[src/rtl/vtf_pkg.sv]
package vtf_pkg;
  // Length of a timing reference sequence in words (3 preamble + ID).
  localparam int TRS_LEN = 4;

  typedef struct packed {
    logic hit;   // full sequence present in the window
    logic eav;   // sequence with H = 1
    logic sav;   // sequence with H = 0
    logic v;     // V bit of the ID word
    logic h;     // H bit of the ID word
  } trs_evt_t;
endpackage

[src/rtl/vtf_cd_sync.sv]
module vtf_cd_sync #(
  parameter int STAGES = 2
) (
  input  logic clk,
  input  logic rst,
  input  logic async_i,
  output logic sync_o
);
  logic [STAGES-1:0] chain;

  // Reset to "invalid" so nothing is trusted before the chain has filled.
  always_ff @(posedge clk) begin
    if (rst) chain <= '1;
    else     chain <= {chain[STAGES-2:0], async_i};
  end

  assign sync_o = chain[STAGES-1];
endmodule

[src/rtl/vtf_word_pipe.sv]
module vtf_word_pipe #(
  parameter int DW    = 10,
  parameter int DEPTH = vtf_pkg::TRS_LEN
) (
  input  logic                      clk,
  input  logic                      rst,
  input  logic                      en,
  input  logic [DW-1:0]             din,
  output logic [DEPTH-1:0][DW-1:0]  taps   // taps[0] newest
);
  logic [DW-1:0] stg [DEPTH];

  always_ff @(posedge clk) begin
    if (rst) begin
      for (int i = 0; i < DEPTH; i++) stg[i] <= '0;
    end else if (en) begin
      stg[0] <= din;
      for (int i = 1; i < DEPTH; i++) stg[i] <= stg[i-1];
    end
  end

  for (genvar g = 0; g < DEPTH; g++) begin : g_tap
    assign taps[g] = stg[g];
  end
endmodule

[src/rtl/vtf_trs_detect.sv]
module vtf_trs_detect
  import vtf_pkg::*;
#(
  parameter int DW = 10
) (
  input  logic [TRS_LEN-1:0][DW-1:0] taps,
  output trs_evt_t                   evt
);
  localparam int H_BIT = DW - 4;
  localparam int V_BIT = DW - 3;

  logic preamble;

  always_comb begin
    preamble = (taps[TRS_LEN-1] == {DW{1'b1}});
    for (int i = 1; i < TRS_LEN-1; i++)
      preamble = preamble && (taps[i] == '0);
    evt.hit = preamble;
    evt.h   = taps[0][H_BIT];
    evt.v   = taps[0][V_BIT];
    evt.eav = preamble &&  taps[0][H_BIT];
    evt.sav = preamble && !taps[0][H_BIT];
  end
endmodule

[src/rtl/vtf_lock_fsm.sv]
module vtf_lock_fsm #(
  parameter int LOCK_LINES = 2
) (
  input  logic clk,
  input  logic rst,
  input  logic en_i,
  input  logic mute_i,
  input  logic eav_i,
  input  logic sav_i,
  output logic lock_o
);
  localparam int CW = $clog2(LOCK_LINES + 1);

  logic [CW-1:0] cnt;
  logic [CW-1:0] cnt_nxt;
  logic          saw_eav;

  assign cnt_nxt = (cnt == CW'(LOCK_LINES)) ? cnt : cnt + 1'b1;

  always_ff @(posedge clk) begin
    if (rst) begin
      cnt     <= '0;
      saw_eav <= 1'b0;
      lock_o  <= 1'b0;
    end else if (en_i) begin
      if (mute_i) begin
        cnt     <= '0;
        saw_eav <= 1'b0;
        lock_o  <= 1'b0;
      end else if (eav_i) begin
        if (saw_eav) begin          // line without a start-of-active
          cnt    <= '0;
          lock_o <= 1'b0;
        end
        saw_eav <= 1'b1;
      end else if (sav_i) begin
        if (saw_eav) begin
          cnt    <= cnt_nxt;
          lock_o <= (cnt_nxt == CW'(LOCK_LINES));
        end else begin
          cnt    <= '0;
          lock_o <= 1'b0;
        end
        saw_eav <= 1'b0;
      end
    end
  end

  // lock is only ever granted by a start-of-active event on a clean edge
  p_lock_rise_r7: assert property (@(posedge clk) disable iff (rst)
    $rose(lock_o) |-> $past(sav_i && en_i && !mute_i));

  // the good-line count never runs past its target
  p_cnt_bound_r7: assert property (@(posedge clk) disable iff (rst)
    cnt <= CW'(LOCK_LINES));
endmodule

[src/rtl/vtf_timing_flags.sv]
module vtf_timing_flags
  import vtf_pkg::*;
#(
  parameter int          DW         = 10,
  parameter int          LOCK_LINES = 2,
  parameter int          SYNC_STAGES = 2,
  parameter logic [9:0]  MUTE_WORD  = 10'h000
) (
  input  logic          clk,
  input  logic          rst,
  input  logic          pix_en,
  input  logic [DW-1:0] vid_in,
  input  logic          carrier_lost,
  input  logic          hmode_sel,
  output logic [DW-1:0] vid_out,
  output logic          hblank,
  output logic          vblank,
  output logic          locked
);
  localparam int TW = $clog2(TRS_LEN);

  logic                        cd_s;
  logic [TRS_LEN-1:0][DW-1:0]  taps;
  trs_evt_t                    evt;
  logic                        mode_q;
  logic                        in_blank;
  logic [TW-1:0]               sav_tail;
  logic                        h_id_q;
  logic                        v_q;
  logic                        h_full, h_idbit, v_word;

  vtf_cd_sync #(.STAGES(SYNC_STAGES)) u_sync (
    .clk(clk), .rst(rst), .async_i(carrier_lost), .sync_o(cd_s)
  );

  vtf_word_pipe #(.DW(DW), .DEPTH(TRS_LEN)) u_pipe (
    .clk(clk), .rst(rst), .en(pix_en), .din(vid_in), .taps(taps)
  );

  vtf_trs_detect #(.DW(DW)) u_det (
    .taps(taps), .evt(evt)
  );

  vtf_lock_fsm #(.LOCK_LINES(LOCK_LINES)) u_lock (
    .clk(clk), .rst(rst), .en_i(pix_en), .mute_i(cd_s),
    .eav_i(evt.eav), .sav_i(evt.sav), .lock_o(locked)
  );

  // Mode register: resets to full-span mode.
  always_ff @(posedge clk) begin
    if (rst)         mode_q <= 1'b0;
    else if (pix_en) mode_q <= hmode_sel;
  end

  // Line state, tracked for the word currently in the oldest tap.
  always_ff @(posedge clk) begin
    if (rst) begin
      in_blank <= 1'b0;
      sav_tail <= '0;
      h_id_q   <= 1'b0;
      v_q      <= 1'b0;
    end else if (pix_en) begin
      if (evt.eav)      in_blank <= 1'b1;
      else if (evt.sav) in_blank <= 1'b0;

      if (evt.sav)               sav_tail <= TW'(TRS_LEN - 1);
      else if (sav_tail != '0)   sav_tail <= sav_tail - 1'b1;

      if (evt.hit) h_id_q <= evt.h;
      if (evt.eav) v_q    <= evt.v;
    end
  end

  always_comb begin
    h_full  = in_blank || evt.eav || evt.sav || (sav_tail != '0);
    h_idbit = evt.hit ? evt.h : h_id_q;
    v_word  = evt.eav ? evt.v : v_q;
  end

  // Registered outputs, moving only with the pixel enable.
  always_ff @(posedge clk) begin
    if (rst) begin
      vid_out <= '0;
      hblank  <= 1'b0;
      vblank  <= 1'b0;
    end else if (pix_en) begin
      if (cd_s) begin
        vid_out <= DW'(MUTE_WORD);
        hblank  <= 1'b0;
        vblank  <= 1'b0;
      end else begin
        vid_out <= taps[TRS_LEN-1];
        hblank  <= mode_q ? h_idbit : h_full;
        vblank  <= v_word;
      end
    end
  end

  // outputs hold on edges without a pixel enable
  p_hold_r8: assert property (@(posedge clk) disable iff (rst)
    !pix_en |=> $stable({vid_out, hblank, vblank, locked}));

  // a synchronized carrier loss mutes everything, lock included
  p_mute_r6: assert property (@(posedge clk) disable iff (rst)
    (pix_en && cd_s) |=> (vid_out == DW'(MUTE_WORD) && !hblank && !vblank && !locked));

  // in full-span mode a start-of-active 3FFh word is still flagged
  p_sav_h_r2: assert property (@(posedge clk) disable iff (rst)
    (!mode_q && evt.sav && pix_en && !cd_s) |=> hblank);

  // the V bit of an end-of-active ID word shows on its first word
  p_v_latch_r5: assert property (@(posedge clk) disable iff (rst)
    (evt.eav && pix_en && !cd_s) |=> (vblank == $past(evt.v)));
endmodule

[config.mk]
export PLATFORM = sky130hd
export DESIGN_NAME = vtf_timing_flags
export DESIGN_NICKNAME = d
export VERILOG_FILES = /design/src/rtl/vtf_pkg.sv /design/src/rtl/vtf_cd_sync.sv /design/src/rtl/vtf_word_pipe.sv /design/src/rtl/vtf_trs_detect.sv /design/src/rtl/vtf_lock_fsm.sv /design/src/rtl/vtf_timing_flags.sv
export SDC_FILE = /design/constraint.sdc
export NUM_CORES = 1
export LEC_CHECK = 0
export BUFFER_PORTS_ARGS = -buffer_cell sky130_fd_sc_hd__buf_2
export CORE_MARGIN = 5
export CORE_UTILIZATION = 45
export CTS_CLUSTER_DIAMETER = 60
export CTS_CLUSTER_SIZE = 14
export DETAILED_ROUTE_END_ITERATION = 8
export HOLD_SLACK_MARGIN = 0.03
export SYNTH_ARGS = -nofsm -noshare
export SYNTH_HDL_FRONTEND = slang
export SYNTH_HIERARCHICAL = 1
export SYNTH_SLANG_ARGS = --single-unit
[constraint.sdc]
create_clock -name clk -period 2.7 [get_ports clk]
set_clock_uncertainty 0.05 [all_clocks]
set_input_delay 0 -clock clk [delete_from_list [all_inputs] [get_ports clk]]
set_output_delay 0 -clock clk [all_outputs]
set_load 0.005 [all_outputs]
==> flow_results.xml, run 1 <==
<?xml version="1.0" encoding="UTF-8"?>
<metrics>
  <group name="worst_hold_path">
    <metric name="path_category_of_the_worst_min_delay_check" unit="">input port to flop</metric>
    <metric name="worst_hold_startpoint" unit="">rst</metric>
  </group>
  <group name="timing">
    <metric name="hold_viol" unit="">0</metric>
    <metric name="worst_hold_slack" unit="ps">72.4</metric>
    <metric name="fmax" unit="MHz">455</metric>
    <metric name="worst-slew-pin-transition" unit="ps">716</metric>
    <metric name="grt_setup_unrepaired" unit="">false</metric>
    <metric name="slew-limit-headroom" unit="%">52.2</metric>
    <metric name="fin_setup_tns" unit="ps">0</metric>
    <metric name="finalSetupViolCount" unit="">0</metric>
    <metric name="post-route-min-period" unit="ps">2200</metric>
    <metric name="min_period_over_period" unit="%">81.4</metric>
    <metric name="timing.final.ws_setup" unit="ps">502</metric>
    <metric name="slew_violations" unit="">0</metric>
  </group>
  <group name="route">
    <metric name="routed_wire_length_per_instance" unit="µm">13.6</metric>
    <metric name="wl_met2" unit="µm">2070</metric>
    <metric name="met3RoutedLength" unit="µm">262</metric>
    <metric name="detail_route.first_pass.iterations" unit="">4</metric>
    <metric name="drt-initial-drc-count" unit="">55</metric>
    <metric name="met1_length" unit="µm">2160</metric>
    <metric name="detail_route.wirelength" unit="µm">4570</metric>
    <metric name="antenna_violating_nets_post_route" unit="">0</metric>
    <metric name="vias" unit="">1669</metric>
    <metric name="remaining_drc_errors" unit="">0</metric>
    <metric name="maxUsedRoutingLayer" unit="">met4</metric>
    <metric name="vias_per_cell" unit="">4.97</metric>
  </group>
  <group name="floorplanning">
    <metric name="core.rowCount" unit="">28</metric>
    <metric name="core" unit="µm²">5890</metric>
    <metric name="floorplan.die.height" unit="µm">87.7</metric>
    <metric name="die_width" unit="µm">87.7</metric>
    <metric name="start_util" unit="%">46.1</metric>
    <metric name="ios" unit="">28</metric>
    <metric name="die_area" unit="µm²">7690</metric>
  </group>
  <group name="yosys">
    <metric name="cell_area_synth" unit="µm²">2720</metric>
    <metric name="post_synth_inst_count" unit="">214</metric>
    <metric name="asyncSetResetFlopFracSynth" unit="%">0</metric>
    <metric name="synth-main-ff-cell" unit="">sky130_fd_sc_hd__edfxtp_1</metric>
    <metric name="synth_area_per_cell" unit="µm²">12.7</metric>
    <metric name="synth_enable_flop_cells" unit="">40</metric>
    <metric name="mappedNetlistNets" unit="">231</metric>
    <metric name="ys_warn_count" unit="">6</metric>
    <metric name="seq_area_frac_synth" unit="%">61.2</metric>
    <metric name="yosysUniqueCellTypes" unit="">35</metric>
    <metric name="synth-seq-cells" unit="">63</metric>
  </group>
  <group name="setup_path">
    <metric name="crit_path_cell_trace" unit="">nor4_1, nand2_1, nor4_1, mux2i_1, mux2i_1, a31o_1</metric>
    <metric name="critPathArrivalTime" unit="ps">2380</metric>
    <metric name="endpoint_kind" unit="">flop</metric>
    <metric name="regToRegStartpoint" unit="">u_pipe/stg[0][13]</metric>
    <metric name="critical_path.max_fanout" unit="">3</metric>
    <metric name="crit_start" unit="">u_pipe/stg[0][13]</metric>
    <metric name="max_stage_delay" unit="ps">540</metric>
    <metric name="cp.required" unit="ps">2880</metric>
    <metric name="timing.critical_path.slowest_stage_cell" unit="">sky130_fd_sc_hd__nor4_1</metric>
    <metric name="timing.setup.critical_path_class" unit="">flop to flop</metric>
    <metric name="critical_path_start_type" unit="">flop</metric>
  </group>
  <group name="placement">
    <metric name="placed_insts" unit="">307</metric>
    <metric name="pre_cts_ws" unit="ps">513</metric>
    <metric name="gp_congestion" unit="">0.731</metric>
    <metric name="dpl_cell_area" unit="µm²">2910</metric>
    <metric name="dp.final_hpwl" unit="µm">2860</metric>
    <metric name="port_buffers" unit="">27</metric>
  </group>
  <group name="power_and_ir_drop">
    <metric name="design_power_total" unit="mW">1.85</metric>
    <metric name="peakVddDrop" unit="µV">336</metric>
    <metric name="powerDensity" unit="nW/µm²">580</metric>
    <metric name="p_leak" unit="nW">1.38</metric>
  </group>
  <group name="final_layout">
    <metric name="antenna-diode-count" unit="">0</metric>
    <metric name="ratio_of_cells_with_drive_above_1_in_the_final_layout" unit="%">22.2</metric>
    <metric name="fin_cells" unit="">336</metric>
    <metric name="layout.cell_area.non_filler" unit="µm²">3190</metric>
    <metric name="area_of_the_multi_input_gates" unit="µm²">947</metric>
    <metric name="area_growth_syn_to_fin" unit="%">17.4</metric>
    <metric name="layout.area.seq" unit="µm²">1660</metric>
    <metric name="final_util" unit="%">54.1</metric>
    <metric name="design.final.nets" unit="">273</metric>
    <metric name="nFillCells" unit="">512</metric>
  </group>
  <group name="global_route">
    <metric name="global_route.usage.total" unit="%">13.7</metric>
    <metric name="global_route.overflow_total" unit="">0</metric>
    <metric name="grt_max_degree" unit="">40</metric>
    <metric name="grt_first_pass_wirelength" unit="µm">7820</metric>
    <metric name="via_count_of_the_first_global_routing_pass" unit="">1674</metric>
    <metric name="antenna_found_initial" unit="">0</metric>
  </group>
  <group name="cts">
    <metric name="post_cts_buffers" unit="">0</metric>
    <metric name="clk_root_buffer_cell" unit="">sky130_fd_sc_hd__clkbuf_8</metric>
    <metric name="clock_sink_count" unit="">63</metric>
    <metric name="tritoncts" unit="">done</metric>
    <metric name="cts.repair.resized" unit="">0</metric>
    <metric name="max-clock-path-buffers" unit="">2</metric>
    <metric name="clk-insertion-delay-late" unit="ps">330</metric>
    <metric name="ctsHtreeMaxLevel" unit="">3</metric>
    <metric name="holdBufCountCts" unit="">13</metric>
    <metric name="clk_transition_reported_paths" unit="ps">60</metric>
    <metric name="cts_made_buffers" unit="">9</metric>
  </group>
  <group name="run_status">
    <metric name="outcome" unit="">complete, no violations</metric>
  </group>
  <group name="run">
    <metric name="drv_cap" unit="">0</metric>
  </group>
</metrics>
==> synthesized netlist by cell type, types with 3 or more instances <==
master	n	area share, %
sky130_fd_sc_hd__a21oi_1	16	2.9
sky130_fd_sc_hd__and3b_1	32	10
sky130_fd_sc_hd__and3b_2	8	2.9
sky130_fd_sc_hd__buf_2	10	1.8
sky130_fd_sc_hd__buf_4	5	1.4
sky130_fd_sc_hd__dfxtp_1	23	17
sky130_fd_sc_hd__edfxtp_1	40	44
sky130_fd_sc_hd__inv_1	4	0.55
sky130_fd_sc_hd__mux2i_1	4	1.5
sky130_fd_sc_hd__nand2_1	8	1.1
sky130_fd_sc_hd__nand3_1	4	0.74
sky130_fd_sc_hd__nor2_1	14	1.9
sky130_fd_sc_hd__nor2b_1	10	2.3
sky130_fd_sc_hd__nor4_1	4	0.92
sky130_fd_sc_hd__nor4b_2	4	2.2
sky130_fd_sc_hd__or2_1	3	0.69
==> per-layer routing <==
metal	up-vias	GRT usage (%)
met2	38	20.7
met1	752	16.8
li1	871	-
met4	0	6.97
met3	8	5.64
met5	-	0
==> path summary, 6_finish.rpt <==
kind / end / slack (ps) / cells past startpoint
setup / recovery: hblank / 500 / 6
hold / removal: u_lock/saw_eav / 70 / 2
hold reg to reg: u_sync/chain[1] / 350 / 1
setup reg to reg: hblank / 500 / 6
==> cells by family after synthesis <==
family          share of synthesized area (%)
simple gates                             26.7
flops                                    61.2
compound gates                           5.39
buf+inv                                  3.92
mux                                      1.89
fa+ha+maj                               0.922
==> power breakdown <==
part	switching, mW	leakage, nW	internal, mW
sequential	0.0234	0.626	1.07
combinational	0.0525	0.677	0.0523
clock	0.318	0.0761	0.330
total	0.394	1.38	1.45
==> area by class of cell <==
cell class              count  share of cell area, %
multi-input cells         131                   29.7
flip-flops and latches     63                   52.1
repair buffers             47                   9.97
inverters                   4                  0.471
clock inverters             2                  0.275
well taps                  75                   2.94
clock buffers              14                   4.48
==> critical path, delay by kind of cell (launching register included) <==
| family | cells | cell delay, ps |
|---|---|---|
| multiplexers | 2 | 360 |
| flip-flops | 1 | 380 |
| AO/OA/AOI/OAI | 1 | 210 |
| AND/OR/NAND/NOR | 3 | 1110 |
==> placed cells by master, fill, tap and decap left out <==
master / Yosys / routed
sky130_fd_sc_hd__a211oi_1: 2 / 2
sky130_fd_sc_hd__a21bo_1: 1 / 1
sky130_fd_sc_hd__a21oi_1: 16 / 16
sky130_fd_sc_hd__a22oi_1: 1 / 1
sky130_fd_sc_hd__a31o_1: 1 / 1
sky130_fd_sc_hd__a32o_2: 1 / 1
sky130_fd_sc_hd__and2b_1: 2 / 2
sky130_fd_sc_hd__and3b_1: 32 / 32
sky130_fd_sc_hd__and3b_2: 8 / 8
sky130_fd_sc_hd__and4bb_1: 1 / 1
sky130_fd_sc_hd__buf_2: 10 / 27
sky130_fd_sc_hd__buf_4: 5 / 7
sky130_fd_sc_hd__clkbuf_1: 0 / 5
sky130_fd_sc_hd__clkbuf_8: 0 / 9
sky130_fd_sc_hd__clkinv_1: 0 / 1
sky130_fd_sc_hd__clkinv_2: 0 / 1
sky130_fd_sc_hd__dfxtp_1: 23 / 23
sky130_fd_sc_hd__dlygate4sd3_1: 0 / 13
sky130_fd_sc_hd__edfxtp_1: 40 / 40
sky130_fd_sc_hd__ha_1: 2 / 2
sky130_fd_sc_hd__inv_1: 4 / 4
sky130_fd_sc_hd__mux2_2: 1 / 1
sky130_fd_sc_hd__mux2i_1: 4 / 4
sky130_fd_sc_hd__nand2_1: 8 / 8
sky130_fd_sc_hd__nand2b_1: 2 / 2
sky130_fd_sc_hd__nand3_1: 4 / 4
sky130_fd_sc_hd__nand3b_1: 1 / 1
sky130_fd_sc_hd__nand4_1: 2 / 2
sky130_fd_sc_hd__nor2_1: 14 / 14
sky130_fd_sc_hd__nor2b_1: 10 / 10
sky130_fd_sc_hd__nor3_1: 1 / 1
sky130_fd_sc_hd__nor3b_1: 2 / 2
sky130_fd_sc_hd__nor4_1: 4 / 4
sky130_fd_sc_hd__nor4b_1: 1 / 1
sky130_fd_sc_hd__nor4b_2: 4 / 4
sky130_fd_sc_hd__o21ai_0: 1 / 1
sky130_fd_sc_hd__o2bb2ai_1: 1 / 1
sky130_fd_sc_hd__or2_1: 3 / 3
sky130_fd_sc_hd__or3_1: 1 / 1
==> sequential cells by signal, summed over array words and instances (netlist names) <==
register and flops:
u_pipe/stg 40, vid_out 10, sav_tail 2, u_sync/chain 2, h_id_q 1, hblank 1
in_blank 1, mode_q 1, u_lock/cnt 1, u_lock/lock_o 1, u_lock/saw_eav 1, v_q 1
vblank 1
(Power assumes the default switching activity.)
==> inputs of run 2 (changes only) <==
Settings changed: PLACE_DENSITY set to 0.66.
Clock period 2.7 ns to 2 ns, I/O delays scaled along.
==> run 2 against run 1 <==
The run now ends with setup timing left. Power increased by 38%. Clock-buffer cell count unchanged. Combinational power increased by 50%. Worst hold slack improved by 270 ps. Largest power group unchanged. Highest routed layer unchanged.
==> flow_results.xml, run 2 (synthesis results as in run 1) <==
<?xml version="1.0" encoding="UTF-8"?>
<metrics>
  <group name="timing">
    <metric name="fmax" unit="MHz">490</metric>
    <metric name="grt_setup_unrepaired" unit="">true</metric>
    <metric name="finalSetupViolCount" unit="">2</metric>
    <metric name="worst-slew-pin-transition" unit="ps">679</metric>
    <metric name="hold_viol" unit="">0</metric>
    <metric name="min_period_over_period" unit="%">102</metric>
    <metric name="worst_hold_slack" unit="ps">341</metric>
    <metric name="slew_violations" unit="">0</metric>
    <metric name="post-route-min-period" unit="ps">2040</metric>
    <metric name="timing.final.ws_setup" unit="ps">-41.9</metric>
    <metric name="slew-limit-headroom" unit="%">54.6</metric>
  </group>
  <group name="floorplanning">
    <metric name="start_util" unit="%">46.1</metric>
    <metric name="core" unit="µm²">5890</metric>
    <metric name="core.rowCount" unit="">28</metric>
    <metric name="floorplan.die.height" unit="µm">87.7</metric>
    <metric name="die_area" unit="µm²">7690</metric>
    <metric name="die_width" unit="µm">87.7</metric>
    <metric name="ios" unit="">28</metric>
  </group>
  <group name="placement">
    <metric name="gp_congestion" unit="">0.718</metric>
    <metric name="dp.final_hpwl" unit="µm">3100</metric>
    <metric name="dpl_cell_area" unit="µm²">2970</metric>
    <metric name="port_buffers" unit="">27</metric>
  </group>
  <group name="final_layout">
    <metric name="largest_register" unit="">u_pipe/stg</metric>
    <metric name="ratio_of_cells_with_drive_above_1_in_the_final_layout" unit="%">27.7</metric>
    <metric name="largest_reg_flops" unit="">40</metric>
    <metric name="area_growth_syn_to_fin" unit="%">23.2</metric>
    <metric name="antenna-diode-count" unit="">0</metric>
    <metric name="design.final.nets" unit="">286</metric>
    <metric name="layout.cells.most_common" unit="">sky130_fd_sc_hd__edfxtp_1</metric>
    <metric name="reg.largest.list" unit="">u_pipe/stg x40, vid_out x10</metric>
    <metric name="layout_common_cells" unit="">40 x sky130_fd_sc_hd__edfxtp_1, 32 x sky130_fd_sc_hd__and3b_1, 27 x sky130_fd_sc_hd__buf_2, 23 x sky130_fd_sc_hd__dfxtp_1, 18 x sky130_fd_sc_hd__buf_4</metric>
    <metric name="layout.cell_area.non_filler" unit="µm²">3340</metric>
  </group>
  <group name="cts">
    <metric name="tritoncts" unit="">done</metric>
    <metric name="clk_transition_reported_paths" unit="ps">60</metric>
    <metric name="ctsHtreeMaxLevel" unit="">3</metric>
    <metric name="clk-insertion-delay-late" unit="ps">320</metric>
    <metric name="cts_made_buffers" unit="">9</metric>
    <metric name="clk_root_buffer_cell" unit="">sky130_fd_sc_hd__clkbuf_8</metric>
    <metric name="clock_sink_count" unit="">63</metric>
    <metric name="max-clock-path-buffers" unit="">2</metric>
  </group>
  <group name="route">
    <metric name="detail_route.first_pass.iterations" unit="">4</metric>
    <metric name="vias" unit="">1726</metric>
    <metric name="routed_wire_length_per_instance" unit="µm">14.2</metric>
    <metric name="drt-initial-drc-count" unit="">83</metric>
    <metric name="remaining_drc_errors" unit="">0</metric>
    <metric name="detail_route.wirelength" unit="µm">4960</metric>
    <metric name="antenna_violating_nets_post_route" unit="">0</metric>
    <metric name="vias_per_cell" unit="">4.95</metric>
  </group>
  <group name="worst_hold_path">
    <metric name="path_category_of_the_worst_min_delay_check" unit="">input port to flop</metric>
  </group>
  <group name="setup_path">
    <metric name="endpoint_kind" unit="">flop</metric>
    <metric name="critPathArrivalTime" unit="ps">2210</metric>
    <metric name="cp.required" unit="ps">2160</metric>
    <metric name="critical_path_start_type" unit="">flop</metric>
    <metric name="timing.setup.critical_path_class" unit="">flop to flop</metric>
    <metric name="critical_path.max_fanout" unit="">4</metric>
  </group>
  <group name="run_status">
    <metric name="outcome" unit="">finished, violations left</metric>
    <metric name="violations" unit="">setup timing</metric>
  </group>
  <group name="global_route">
    <metric name="global_route.usage.total" unit="%">14.5</metric>
    <metric name="via_count_of_the_first_global_routing_pass" unit="">1718</metric>
    <metric name="antenna_found_initial" unit="">0</metric>
    <metric name="grt_max_degree" unit="">33</metric>
    <metric name="global_route.overflow_total" unit="">0</metric>
    <metric name="grt_first_pass_wirelength" unit="µm">8300</metric>
  </group>
  <group name="power_and_ir_drop">
    <metric name="p_leak" unit="nW">1.48</metric>
    <metric name="peakVddDrop" unit="µV">410</metric>
    <metric name="powerDensity" unit="nW/µm²">762</metric>
  </group>
  <group name="run">
    <metric name="drv_cap" unit="">0</metric>
  </group>
</metrics>
[run 2: path summary, 6_finish.rpt]
check	startpoint	end	slack (ps)	depth (start not counted)
max	u_pipe/stg[0][13]	u_lock/lock_o	-40	7
min	carrier_lost	u_sync/chain[0]	340	3
max reg2reg	u_pipe/stg[0][13]	u_lock/lock_o	-40	7
min reg2reg	u_sync/chain[0]	u_sync/chain[1]	360	1
[run 2: stage by stage]
step	cells	worst slack, ps	TNS [ps]	util (%)	power, mW
4_1_cts	347	-91.7	-201	56.1	2.57
6_report	349	-41.9	-78.4	56.8	2.55
3_5_place_dp	314	-97.1	-189	50.5	1.64
3_3_place_gp	314	-80.8	-186	50.5	1.64
5_1_grt	349	-186	-976	56.8	2.67
2_1_floorplan	214	20.8	0	-	1.59
[run 2: what timing repair did]
| action | in CTS | in global routing |
|---|---|---|
| pin swaps | 5 | 6 |
| hold endpoints to repair | 16 | 0 |
| setup buffers | 3 | 2 |
| gates cloned | 0 | 0 |
| hold buffers | 14 | 0 |
| setup endpoints to repair | 4 | 9 |
| resized for setup | 1 | 5 |
[run 2: layout make-up]
type | instances | area, µm²
Clock buffer | 14 | 153
Clock inverter | 2 | 8.76
Fill cell | 502 | 2540
Inverter | 4 | 15.0
Multi-Input combinational cell | 131 | 991
Sequential cell | 63 | 1660
Tap cell | 75 | 93.8
Timing Repair Buffer | 60 | 422
[run 2: worst max-delay path, cell delays in order (launching register included)]
cell	delay, ps
sky130_fd_sc_hd__edfxtp_1	410
sky130_fd_sc_hd__nor4_2	360
sky130_fd_sc_hd__nand2_2	170
sky130_fd_sc_hd__nor4_4	300
sky130_fd_sc_hd__buf_4	180
sky130_fd_sc_hd__and4bb_1	200
sky130_fd_sc_hd__nand3_1	80
sky130_fd_sc_hd__a21bo_1	190
[run 2: power by group]
group,switching (mW),internal (mW)
registers,0.0343,1.45
logic,0.0776,0.0792
clock network,0.430,0.480
[run 2: per-layer routing]
layer / track usage [%] / vias to the layer above / wire length (µm)
met4: 7.95 / 0 / 68
met1: 19.2 / 798 / 2330
met5: 0 / - / 0
met3: 3.29 / 6 / 241
met2: 21.9 / 32 / 2320
li1: - / 890 / -
